===== src/rtl/btn_debounce_pkg.sv =====
package btn_debounce_pkg;
  localparam int unsigned DEF_SYNC_STAGES = 2;
  localparam int unsigned DEF_CNT_W       = 20;

  // all-ones value of a width-w counter, as a 32-bit quantity
  function automatic int unsigned full_count(input int unsigned w);
    return (w >= 32) ? 32'hFFFF_FFFF : ((32'd1 << w) - 32'd1);
  endfunction
endpackage


===== src/rtl/btn_sync_chain.sv =====
module btn_sync_chain #(
  parameter int unsigned STAGES = btn_debounce_pkg::DEF_SYNC_STAGES
) (
  input  logic clk_i,
  input  logic rst_ni,
  input  logic d_i,
  output logic q_o
);
  generate
    if (STAGES <= 1) begin : g_single
      logic stage_q;
      always_ff @(posedge clk_i or negedge rst_ni) begin
        if (!rst_ni) stage_q <= 1'b0;
        else         stage_q <= d_i;
      end
      assign q_o = stage_q;
    end else begin : g_chain
      logic [STAGES-1:0] stage_q;
      always_ff @(posedge clk_i or negedge rst_ni) begin
        if (!rst_ni) stage_q <= '0;
        else         stage_q <= {stage_q[STAGES-2:0], d_i};
      end
      assign q_o = stage_q[STAGES-1];
    end
  endgenerate
endmodule


===== src/rtl/btn_hold_counter.sv =====
module btn_hold_counter #(
  parameter int unsigned CNT_W = btn_debounce_pkg::DEF_CNT_W
) (
  input  logic             clk_i,
  input  logic             rst_ni,
  input  logic             hold_i,
  output logic [CNT_W-1:0] cnt_o,
  output logic             level_o
);
  localparam logic [CNT_W-1:0] CntMax = {CNT_W{1'b1}};

  logic [CNT_W-1:0] cnt_q;
  logic             full;

  assign full = (cnt_q == CntMax);

  always_ff @(posedge clk_i or negedge rst_ni) begin
    if (!rst_ni)      cnt_q <= '0;
    else if (!hold_i) cnt_q <= '0;
    else if (!full)   cnt_q <= cnt_q + CNT_W'(1);
  end

  // gated by the registered sync bit so release shows in the same cycle
  assign level_o = hold_i & full;
  assign cnt_o   = cnt_q;
endmodule


===== src/rtl/btn_debounce.sv =====
module btn_debounce #(
  parameter int unsigned SYNC_STAGES = btn_debounce_pkg::DEF_SYNC_STAGES,
  parameter int unsigned CNT_W       = btn_debounce_pkg::DEF_CNT_W
) (
  input  logic clk_i,
  input  logic rst_ni,
  input  logic btn_i,
  output logic level_o
);
  logic             sync_q;
  logic [CNT_W-1:0] cnt_q;

  btn_sync_chain #(.STAGES(SYNC_STAGES)) u_sync (
    .clk_i (clk_i),
    .rst_ni(rst_ni),
    .d_i   (btn_i),
    .q_o   (sync_q)
  );

  btn_hold_counter #(.CNT_W(CNT_W)) u_cnt (
    .clk_i  (clk_i),
    .rst_ni (rst_ni),
    .hold_i (sync_q),
    .cnt_o  (cnt_q),
    .level_o(level_o)
  );
endmodule


===== config.mk =====
export PLATFORM = sky130hd
export DESIGN_NAME = btn_debounce
export DESIGN_NICKNAME = d
export VERILOG_FILES = /design/src/rtl/btn_debounce_pkg.sv /design/src/rtl/btn_sync_chain.sv /design/src/rtl/btn_hold_counter.sv /design/src/rtl/btn_debounce.sv
export SDC_FILE = /design/constraint.sdc
export NUM_CORES = 1
export LEC_CHECK = 0
export ABC_AREA = 1
export BUFFER_PORTS_ARGS = -buffer_cell sky130_fd_sc_hd__buf_2
export CORE_MARGIN = 10
export CORE_UTILIZATION = 51
export DETAILED_ROUTE_END_ITERATION = 8
export HOLD_SLACK_MARGIN = 0.06
export PLACE_DENSITY = 0.72
export SETUP_SLACK_MARGIN = 0.3
export SLEW_MARGIN = 0
export SYNTH_ARGS = -nofsm -noshare
export SYNTH_HDL_FRONTEND = slang
export SYNTH_SLANG_ARGS = --single-unit

===== constraint.sdc =====
create_clock -name clk_i -period 3.6 [get_ports clk_i]
set_clock_uncertainty 0.1 [all_clocks]
set_input_delay 0.54 -clock clk_i [delete_from_list [all_inputs] [get_ports clk_i]]
set_output_delay 0.54 -clock clk_i [all_outputs]
set_load 0.01 [all_outputs]

==> out/metrics.yaml, run 1 <==
status: "finished clean"
crit_fanout: 7
n_fill_cell: 241
p_per_area_nw_per_um2: 276
synth_top_family_by_area: "simple AND/OR/NAND/NOR gates"
drc: 0
gp_congestion: 0.837
tightest_slew_ps: 478
fin_nets: 191
fp.dieH_um: 70.9
grt_pass1_wl_um: 4750
final_cells: 215
overflow: 0
drt_iter0_markers: 52
port_buffers: 3
cp-start-kind: "flop"
cts_buffer_depth: 2
ir_drop_mv: 0.194
io_pins: 4
clkTransAtPathRegs_ps: 120
ant_nets: 0
area_delta_synth_final_pct: 4.84
required_ps: 2960
netlist_instances: 181
multi_input_area_sq_um: 697
relSlewSlack: 0.681
synth_compound_area_frac: 0.0266
synth_xor_area_frac: 0
cts_hold_buf: 0
fin_crit_ps: 2630
p_total_uw: 382
post-route-period-util: 0.730
grt_pass1_vias: 1131
vias: 1171
worstPathArrival_ps: 1990
syn_area_per_cell_sq_um: 7.29
die_area_sq_um: 5020
maxCapViolCount: 0
insertion_delay_ps: 300
cts_max_level: 1
drt-total-wl_um: 2660
clock_sinks: 22
holdWs_ps: 74.4
synth_cell_types: 21
core_sq_um: 2480
yosysWarnings: 0
drt_first_pass_iters: 4
numPlacedInstances: 212
die_w_um: 70.9
detail_route.wl_per_cell_um: 12.3
pre_cts_slack_ps: 1340
rsz0062_at_grt: "no"
syn_nets: 185
hold_viol_final: 0
synthAdderAreaFrac: 0.00949
n_antenna_cell: 0
layout_setup_ws_ps: 971
drive_above_1_share: 0.151
antenna_found_initial: 0
ctsResizeCount: 0
yosysSeqAreaShare: 0.417
register_area_sq_um: 551
timing.fmax_mhz: 380
ys_seq_elements: 22
dp_hpwl_um: 2040
netlist_area_sq_um: 1320
gr-usage-all-layers: 0.108
grt_max_degree: 25
start_util: 0.532
power_leakage_uw: 0.000677
critical_path_class: "flop to primary output"
worstSetupEndpointType: "primary output"
finalSetupTns_ps: 0
setup_viol: 0
numCtsBuffers: 3
slew_viol_final: 0
synthSimpleGateAreaFrac: 0.492
cts_tree: "built"
cts_setup_buffers: 0
vias_per_cell: 5.45
rows: 18
ctsRootBufferMaster: "clkbuf_4"
synthMuxAreaShare: 0
hold_class: "input port to async pin"
report_power, final:
group	switching, uW	leakage [uW]	internal (uW)	total, uW
clock	69.5	0.0000138	39.0	109
sequential	4.35	0.000300	251	255
combinational	13.1	0.000363	5.30	18.4
Yosys cell counts:
master	count	area share
a21oi_1	1	0.0038
and2_1	1	0.0047
buf_6	1	0.0085
clkbuf_1	2	0.0057
dfrtp_1	22	0.42
ha_1	1	0.0095
inv_1	13	0.037
inv_2	1	0.0028
nand2_1	55	0.16
nand2_2	6	0.028
nand2_4	1	0.0085
nand3_1	26	0.099
nand3_2	1	0.0076
nand3_4	1	0.013
nand4_1	9	0.043
nor2_1	24	0.068
nor2_2	2	0.0095
nor2_4	2	0.017
nor3_1	1	0.0038
o21bai_1	4	0.023
or2_2	7	0.033
cell usage in the layout (no fill, tap or decap):
| cell type | instances |
|---|---|
| nand2_1 | 55 |
| nor3_1 | 1 |
| and2_1 | 1 |
| nand3_2 | 1 |
| nand4_1 | 9 |
| ha_1 | 1 |
| nor2_1 | 24 |
| clkbuf_4 | 3 |
| o21bai_1 | 4 |
| nand2_4 | 1 |
| nand3_1 | 26 |
| nand2_2 | 6 |
| dfrtp_1 | 22 |
| nor2_4 | 2 |
| buf_4 | 1 |
| a21oi_1 | 1 |
| nor2_2 | 2 |
| inv_2 | 1 |
| buf_2 | 3 |
| nand3_4 | 1 |
| inv_1 | 13 |
| or2_2 | 7 |
layout make-up:
type                            instances  share of cell area
Timing Repair Buffer                    4              0.0163
Clock buffer                            3              0.0163
Multi-Input combinational cell        142               0.504
Sequential cell                        22               0.398
Inverter                               14              0.0380
Tap cell                               30              0.0271
cell families after synthesis:
group,after synthesis
AO/OA/AOI/OAI,5
flip-flops,22
AND/OR/NAND/NOR,136
buffers and inverters,17
adder cells (fa/ha/maj),1
routing by layer:
layer,wire [um],global-route usage,part of all wire,vias to the layer above
li1,-,-,-,594
met1,1260,0.135,0.47,541
met2,1210,0.173,0.45,28
met3,144,0.0251,0.054,8
met4,47,0.0473,0.018,0
met5,0,0,0,-
flip-flops by register name (all words and copies together), names as in the netlist:
name,cells
u_sync.g_chain.stage_q,2
u_cnt.cnt_o,20
final timing paths:
path                                            from  slack [ps]                         to  depth (start not counted)
max reg2reg                           u_cnt.cnt_o[0]        1800            u_cnt.cnt_o[11]                          7
max in group asynchronous                     rst_ni        3000            u_cnt.cnt_o[14]                          1
min                                           rst_ni          70             u_cnt.cnt_o[2]                          1
min reg2reg                u_sync.g_chain.stage_q[0]         270  u_sync.g_chain.stage_q[1]                          0
max                                   u_cnt.cnt_o[0]         970                    level_o                          8
min in group clk_i                             btn_i         230  u_sync.g_chain.stage_q[0]                          1
critical path, stage by stage (launching register included):
cell and delay (ps):
dfrtp_1 470, ha_1 320, nand3_2 130, inv_2 110, nand2_4 70, nor2_1 160
nand3_1 160, nor2_1 120, buf_2 140
through the flow:
step	util	instance area, sq um
6_report	0.558	1380
5_1_grt	0.558	1380
4_1_cts	0.558	1380
3_5_place_dp	0.549	1360
3_3_place_gp	0.549	1360
2_1_floorplan	-	1320
Power figures use the tool's default switching activity.
==> inputs of run 2 (changes only) <==
--- a/config.mk
+++ b/config.mk
@@ -5,7 +5,7 @@
 export SDC_FILE = /design/constraint.sdc
 export NUM_CORES = 1
 export LEC_CHECK = 0
-export ABC_AREA = 1
+export ABC_AREA = 0
 export BUFFER_PORTS_ARGS = -buffer_cell sky130_fd_sc_hd__buf_2
 export CORE_MARGIN = 10
 export CORE_UTILIZATION = 51
==> constraint.sdc (replaced) <==
create_clock -name clk_i -period 2.55 [get_ports clk_i]
set_clock_uncertainty 0.1 [all_clocks]
set_input_delay 0.3825 -clock clk_i [delete_from_list [all_inputs] [get_ports clk_i]]
set_output_delay 0.3825 -clock clk_i [all_outputs]
set_load 0.01 [all_outputs]
==> run 2 against run 1 <==
Against the previous run:
- count of clock-buffer cells in the layout unchanged
- flip-flop and latch count did not move
- critical path type unchanged
- synthesized cell count shrank 29%
- first-iteration DRC count rose by 27%
- register-to-register slack got worse by 1100 ps
- highest routed layer unchanged
- design area is 1.6% lower
- die area fell by 4.5%
==> out/metrics.yaml, run 2 <==
relSlewSlack: 0.661  # was 0.681
io_pins: 4  # unchanged
core_sq_um: 2250  # was 2480 sq um
rrSetupSlack_ps: 720  # was 1800 ps
async_flop_share: 1.00  # unchanged
ant_nets: 0  # unchanged
register_area_sq_um: 551  # unchanged
syn_nets: 133  # was 185
overflow: 0  # unchanged
n_fill_cell: 209  # was 241
synth_common_cells: "22 x dfrtp_1, 18 x nand2_1, 12 x a21oi_1"  # was 55 x nand2_1, 26 x nand3_1, 24 x nor2_1
yosysMostFrequentCell: "dfrtp_1"  # was nand2_1
syn_area_per_cell_sq_um: 9.58  # was 7.29 sq um
post-route-period-util: 0.845
drc: 0  # unchanged
power_leakage_uw: 0.000571  # was 0.000677 uW
synth_cell_types: 37  # was 21
hold_viol_final: 0  # unchanged
grt_pass1_vias: 1051  # was 1131
drt_iter0_markers: 66  # was 52
fp.dieH_um: 69.2  # was 70.9 um
cp-start-kind: "flop"  # unchanged
netlist_area_sq_um: 1240  # was 1320 sq um
dp_hpwl_um: 1840  # was 2040 um
port_buffers: 3  # unchanged
cts_max_level: 1  # unchanged
synth_ff_type: "dfrtp_1"  # unchanged
netlist_instances: 129  # was 181
worstPathArrival_ps: 1670  # was 1990 ps
synth_top_cell_by_area: "dfrtp_1"  # unchanged
gp_congestion: 0.848  # was 0.837
ys_seq_elements: 22  # unchanged
synth_top_area_share: 0.445  # was 0.417
largest_reg_flops: 20  # unchanged
drt_first_pass_iters: 4  # unchanged
rsz0062_at_grt: "no"  # unchanged
detail_route.wl_per_cell_um: 15.8  # was 12.3 um
worstSetupEndpointType: "primary output"  # unchanged
ctsRootBufferMaster: "clkbuf_4"  # unchanged
ir_drop_mv: 0.278  # was 0.194 mV
final_common_cell: "dfrtp_1"  # was nand2_1
tightest_slew_ps: 508  # was 478 ps
required_ps: 2070  # was 2960 ps
fin_nets: 145  # was 191
drive_above_1_share: 0.144  # was 0.151
p_per_area_nw_per_um2: 408  # was 276 nW/um^2
critical_path_class: "flop to primary output"  # unchanged
vias: 1053  # was 1171
clkTransAtPathRegs_ps: 120  # about the same
rows: 17  # was 18
fin_crit_ps: 2150
drt-total-wl_um: 2650  # was 2660 um
status: "finished clean"  # unchanged
die_area_sq_um: 4790  # was 5020 sq um
crit_fanout: 6  # was 7
vias_per_cell: 6.31  # was 5.45
synth_edf_count: 0  # unchanged
die_w_um: 69.2  # was 70.9 um
yosysSeqAreaShare: 0.445  # was 0.417
timing.fmax_mhz: 464
start_util: 0.548  # was 0.532
insertion_delay_ps: 310  # was 300 ps
ys_top_cells_by_area: "dfrtp_1 45%, mux2i_1 5.7%, nand2_1 5.5%"  # was dfrtp_1 42%, nand2_1 16%, nand3_1 9.9%
finalSetupTns_ps: 0  # unchanged
yosysWarnings: 0  # unchanged
clock_sinks: 22  # unchanged
numCtsBuffers: 3  # unchanged
hold_class: "input port to flop"  # was input port to async pin
multi_input_area_sq_um: 667  # was 697 sq um
cts_buffer_depth: 2  # unchanged
maxCapViolCount: 0  # unchanged
gr-usage-all-layers: 0.114  # was 0.108
slew_viol_final: 0  # unchanged
cts_tree: "built"  # unchanged
area_delta_synth_final_pct: 10.0  # was 4.84%
n_antenna_cell: 0  # unchanged
setup_viol: 0  # unchanged
holdWs_ps: 65.1  # was 74.4 ps
layout_common_cells: "22 x dfrtp_1, 18 x nand2_1, 12 x a21oi_1"  # was 55 x nand2_1, 26 x nand3_1, 24 x nor2_1
antenna_found_initial: 0  # unchanged
grt_pass1_wl_um: 4750  # unchanged
grt_max_degree: 23  # was 25
==> run 2: changes by cell type in the layout (fill, tap and decap cells not counted), sizes merged, moves of 7 or more <==
cell	previous run	this run
nor2	28	3
mux2i	0	7
inv	14	3
nand3	28	8
nand2	62	18
a21oi	1	12
or2	7	0
==> run 2: per-stage QoR <==
step	instance area (sq um)	util	setup WS, ps	total power [uW]	std cells
after CTS	1330	0.589	302	548	164
final	1360	0.603	396	555	167
after global placement	1290	0.572	678	391	160
after global routing	1360	0.603	309	573	167
after detailed placement	1290	0.572	574	392	160
after floorplan	1240	-	515	378	129
==> run 2: what timing repair did <==
item / CTS / global route
buffers inserted: 0 / 3
endpoints found under the hold margin: 22 / 0
setup endpoints to repair: 1 / 1
gates resized for setup: 1 / 2
hold buffers: 1 / 0
pin swaps: 0 / 2
==> run 2: cell families (layout without fill, tap and decap cells) <==
kind of cell               Yosys count  in the layout  share of synthesized area
AOI/OAI and AO/OA                   29             29                      0.143
muxes                                7              7                     0.0567
adders and majority gates            1              1                     0.0101
DFF                                 22             22                      0.445
xor gates and xnor gates             1              1                    0.00709
and+or+nand+nor                     62             62                      0.311
buffers and inverters                7             17                     0.0273
==> run 2: power by group <==
part	internal [uW]	total (uW)	switching (uW)
Combinational	12.4	34.2	21.8
Sequential	354	358	4.31
Clock	55.4	162	107
==> run 2: worst paths after layout <==
check | from | endpoint | depth (start not counted)
max reg2reg | u_cnt.cnt_o[0] | u_cnt.cnt_o[14] | 5
max in group asynchronous | rst_ni | u_cnt.cnt_o[10] | 2
max | u_cnt.cnt_o[0] | level_o | 6
min in group asynchronous | rst_ni | u_cnt.cnt_o[19] | 2
min reg2reg | u_sync.g_chain.stage_q[0] | u_sync.g_chain.stage_q[1] | 0
min | btn_i | u_sync.g_chain.stage_q[0] | 1
==> run 2: critical path, cell delays in order (launching register included) <==
cell     delay, ps
dfrtp_1        420
ha_2           240
nand3_4        120
nor3b_2        210
nand2_1        120
nor2_1         100
buf_2          150
==> run 2: layer usage <==
layer / GRT usage / wire, um / share of wire / up-vias
li1: - / - / - / 503
met1: 0.141 / 1220 / 0.46 / 523
met2: 0.175 / 1280 / 0.48 / 22
met3: 0.0342 / 115 / 0.043 / 5
met4: 0.0488 / 39 / 0.015 / 0
met5: 0 / 0 / 0 / -
==> run 2: cell type report <==
type,count,area share
multi-input cells,100,0.490
flip-flops and latches,22,0.405
repair buffers,10,0.0515
well taps,28,0.0258
clock buffers,3,0.0166
inverters,4,0.0110
==> inputs of run 3 (changes only) <==
--- a/config.mk
+++ b/config.mk
@@ -5,13 +5,13 @@
 export SDC_FILE = /design/constraint.sdc
 export NUM_CORES = 1
 export LEC_CHECK = 0
-export ABC_AREA = 0
+export ABC_AREA = 1
 export BUFFER_PORTS_ARGS = -buffer_cell sky130_fd_sc_hd__buf_2
 export CORE_MARGIN = 10
 export CORE_UTILIZATION = 51
 export DETAILED_ROUTE_END_ITERATION = 8
 export HOLD_SLACK_MARGIN = 0.06
-export PLACE_DENSITY = 0.72
+export PLACE_DENSITY = 0.75
 export SETUP_SLACK_MARGIN = 0.3
 export SLEW_MARGIN = 0
 export SYNTH_ARGS = -nofsm -noshare
==> constraint.sdc (replaced) <==
create_clock -name clk_i -period 1.93 [get_ports clk_i]
set_clock_uncertainty 0.1 [all_clocks]
set_input_delay 0.2895 -clock clk_i [delete_from_list [all_inputs] [get_ports clk_i]]
set_output_delay 0.2895 -clock clk_i [all_outputs]
set_load 0.01 [all_outputs]
==> run 3 against run 2 <==
Against the previous run:
- the flow now finishes with violations (negative setup slack)
- first-iteration DRC count rose by 140%
- non-clock buffer count rose by 18
- sequential power is 34% higher
- sequential share of layout area decreased by 8.4 points
- register-to-register slack got worse by 840 ps
- utilization up 9.0 points
- count of clock-buffer cells in the layout grew 1
- via count increased by 35%
- critical path depth increased by 6
- cell count increased by 44%
- critical path type is now flop to flop
==> out/metrics.yaml, run 3 (synthesis gave the netlist of run 1 again) <==
status: "complete, but fails checks"  # was finished clean
failed_checks: "negative setup slack"
hold_depth: 0  # was 1
cts_buffer_depth: 2  # unchanged
die_w_um: 70.9  # was 69.2 um
numPlacedInstances: 214  # was 160
numCtsBuffers: 3  # unchanged
crit_start: "u_cnt.cnt_o[4]"  # was u_cnt.cnt_o[0]
gr-usage-all-layers: 0.141  # was 0.114
relSlewSlack: 0.659  # was 0.661
required_ps: 2040  # was 2070 ps
drt_iter0_markers: 160  # was 66
hold_class: "flop to flop"  # was input port to flop
fp.dieH_um: 70.9  # was 69.2 um
drt-total-wl_um: 4250  # was 2650 um
gp_congestion: 0.889  # was 0.848
r2r_start: "u_cnt.cnt_o[4]"  # was u_cnt.cnt_o[0]
power_leakage_uw: 0.000805  # was 0.000571 uW
cp_cell_sequence: "nand2_2 -> nor2_4 -> nand2_4 -> nor2_4 -> nand3_2 -> buf_4 -> buf_6 -> buf_4 -> buf_6 -> buf_6 -> nand3_1 -> nand2_1"  # was ha_2 -> nand3_4 -> nor3b_2 -> nand2_1 -> nor2_1 -> buf_2
crit_fanout: 3  # was 6
ctsRootBufferMaster: "clkbuf_4"  # unchanged
rr_worst_depth: 12  # was 5
cp_common_cell: "buf_6"
grt_pass1_vias: 1287  # was 1051
grt_pass1_wl_um: 5950  # was 4750 um
final_common_cell: "nand2_1"  # was dfrtp_1
core_sq_um: 2480  # was 2250 sq um
n_antenna_cell: 0  # unchanged
post-route-period-util: 1.06
holdPathEnd: "u_sync.g_chain.stage_q[1]"  # was u_sync.g_chain.stage_q[0]
rsz0062_at_grt: "yes"  # was no
fin_nets: 216  # was 145
antenna_found_initial: 0  # unchanged
fin_crit_ps: 2050
critPathMaxStageDelay_ps: 440  # was 420 ps
area_delta_synth_final_pct: 30.3  # was 10.0%
hold_path.startpoint: "u_sync.g_chain.stage_q[0]"  # was btn_i
rows: 18  # was 17
grt_max_degree: 23  # unchanged
p_per_area_nw_per_um2: 468  # was 408 nW/um^2
setup_viol: 3  # was 0
clkTransAtPathRegs_ps: 130  # was 120 ps
layout_setup_ws_ps: -121  # was 396 ps
cp-start-kind: "flop"  # unchanged
io_pins: 4  # unchanged
die_area_sq_um: 5020  # was 4790 sq um
drc: 0  # unchanged
rrSetupSlack_ps: -120  # was 720 ps
cts_tree: "built"  # unchanged
timing.rr.end: "u_cnt.cnt_o[0]"  # was u_cnt.cnt_o[14]
cp_slowest_cell: "dfrtp_1"  # unchanged
vias_per_cell: 5.90  # was 6.31
insertion_delay_ps: 310  # about the same
slew_viol_final: 0  # unchanged
overflow: 0  # unchanged
pre_cts_slack_ps: 126  # was 574 ps
layout_common_cells: "44 x nand2_1, 24 x nand3_1, 21 x nor2_1, 21 x dfrtp_1, 18 x buf_4"  # was 22 x dfrtp_1, 18 x nand2_1, 12 x a21oi_1
drive_above_1_share: 0.332  # was 0.144
drt_first_pass_iters: 4  # unchanged
final_cells: 241  # was 167
timing.fmax_mhz: 488
ant_nets: 0  # unchanged
hold_viol_final: 0  # unchanged
dp_hpwl_um: 2280  # was 1840 um
tightest_slew_ps: 512  # was 508 ps
clock_sinks: 22  # unchanged
port_buffers: 3  # unchanged
p_total_uw: 805  # was 555 uW
worstSetupEndpointType: "flop"  # was primary output
worstPathArrival_ps: 2160  # was 1670 ps
critical_path_class: "flop to flop"  # was flop to primary output
detail_route.wl_per_cell_um: 17.6  # was 15.8 um
n_fill_cell: 187  # was 209
cts_max_level: 1  # unchanged
vias: 1423  # was 1053
start_util: 0.532  # was 0.548
largest_reg_flops: 20  # unchanged
maxCapViolCount: 0  # unchanged
ir_drop_mv: 0.426  # was 0.278 mV
-- run 3: cell count changes in the layout (fill, tap and decap cells not counted), moves of 10 or more --
cell / delta
a21oi_1: -11
nand3_1: +17
nor2_1: +18
nand2_2: +17
inv_1: +10
nand2_1: +26
buf_4: +12
-- run 3: where the power goes --
| part | internal, uW | switching [uW] |
|---|---|---|
| logic | 26.9 | 35.3 |
| registers | 468 | 11.3 |
| clock network | 115 | 148 |
-- run 3: worst max path at each step --
stage	end	slack [ps]
after floorplan	level_o	320
after global placement	level_o	200
after detailed placement	level_o	130
after CTS	level_o	30
after global routing	level_o	-180
final	u_cnt.cnt_o[0]	-120
-- run 3: worst max-delay path: cells and delay by family, from the launching register on --
| kind | cells | cell delay [ps] |
|---|---|---|
| buf+inv | 5 | 620 |
| simple gates | 7 | 790 |
| flops | 1 | 440 |
-- run 3: metal layers --
| layer | GRT usage | up-vias | share of wire |
|---|---|---|---|
| met2 | 0.224 | 86 | 0.46 |
| li1 | - | 651 | - |
| met4 | 0.0753 | 0 | 0.065 |
| met5 | 0 | - | 0 |
| met3 | 0.0223 | 38 | 0.083 |
| met1 | 0.177 | 648 | 0.39 |
-- run 3: per-stage QoR --
step / cell area (sq um) / utilization / hold slack, ps / TNS [ps]
floorplan: 1340 / - / -106 / 0
detailed placement: 1390 / 0.563 / 179 / 0
CTS: 1560 / 0.630 / 276 / 0
global route: 1720 / 0.693 / 292 / -486
finish: 1720 / 0.693 / 276 / -317
global placement: 1390 / 0.563 / 173 / 0
-- run 3: cell type report --
cell class                 count  area, sq um  share of cell area
multi-input combinational    143          802               0.467
inverter                      14         55.1              0.0320
timing repair buffer          28          235               0.137
tap                           30         37.5              0.0218
clock buffer                   4         36.3              0.0211
sequential                    22          552               0.321
-- run 3: what timing repair did --
action                     4_1_cts  5_1_grt
gates cloned                     0        1
resized for setup                4       21
hold buffers                     2        0
setup endpoints to repair        2       19
setup buffers                   12        8
pin swaps                        3       15
hold endpoints to repair        23        0
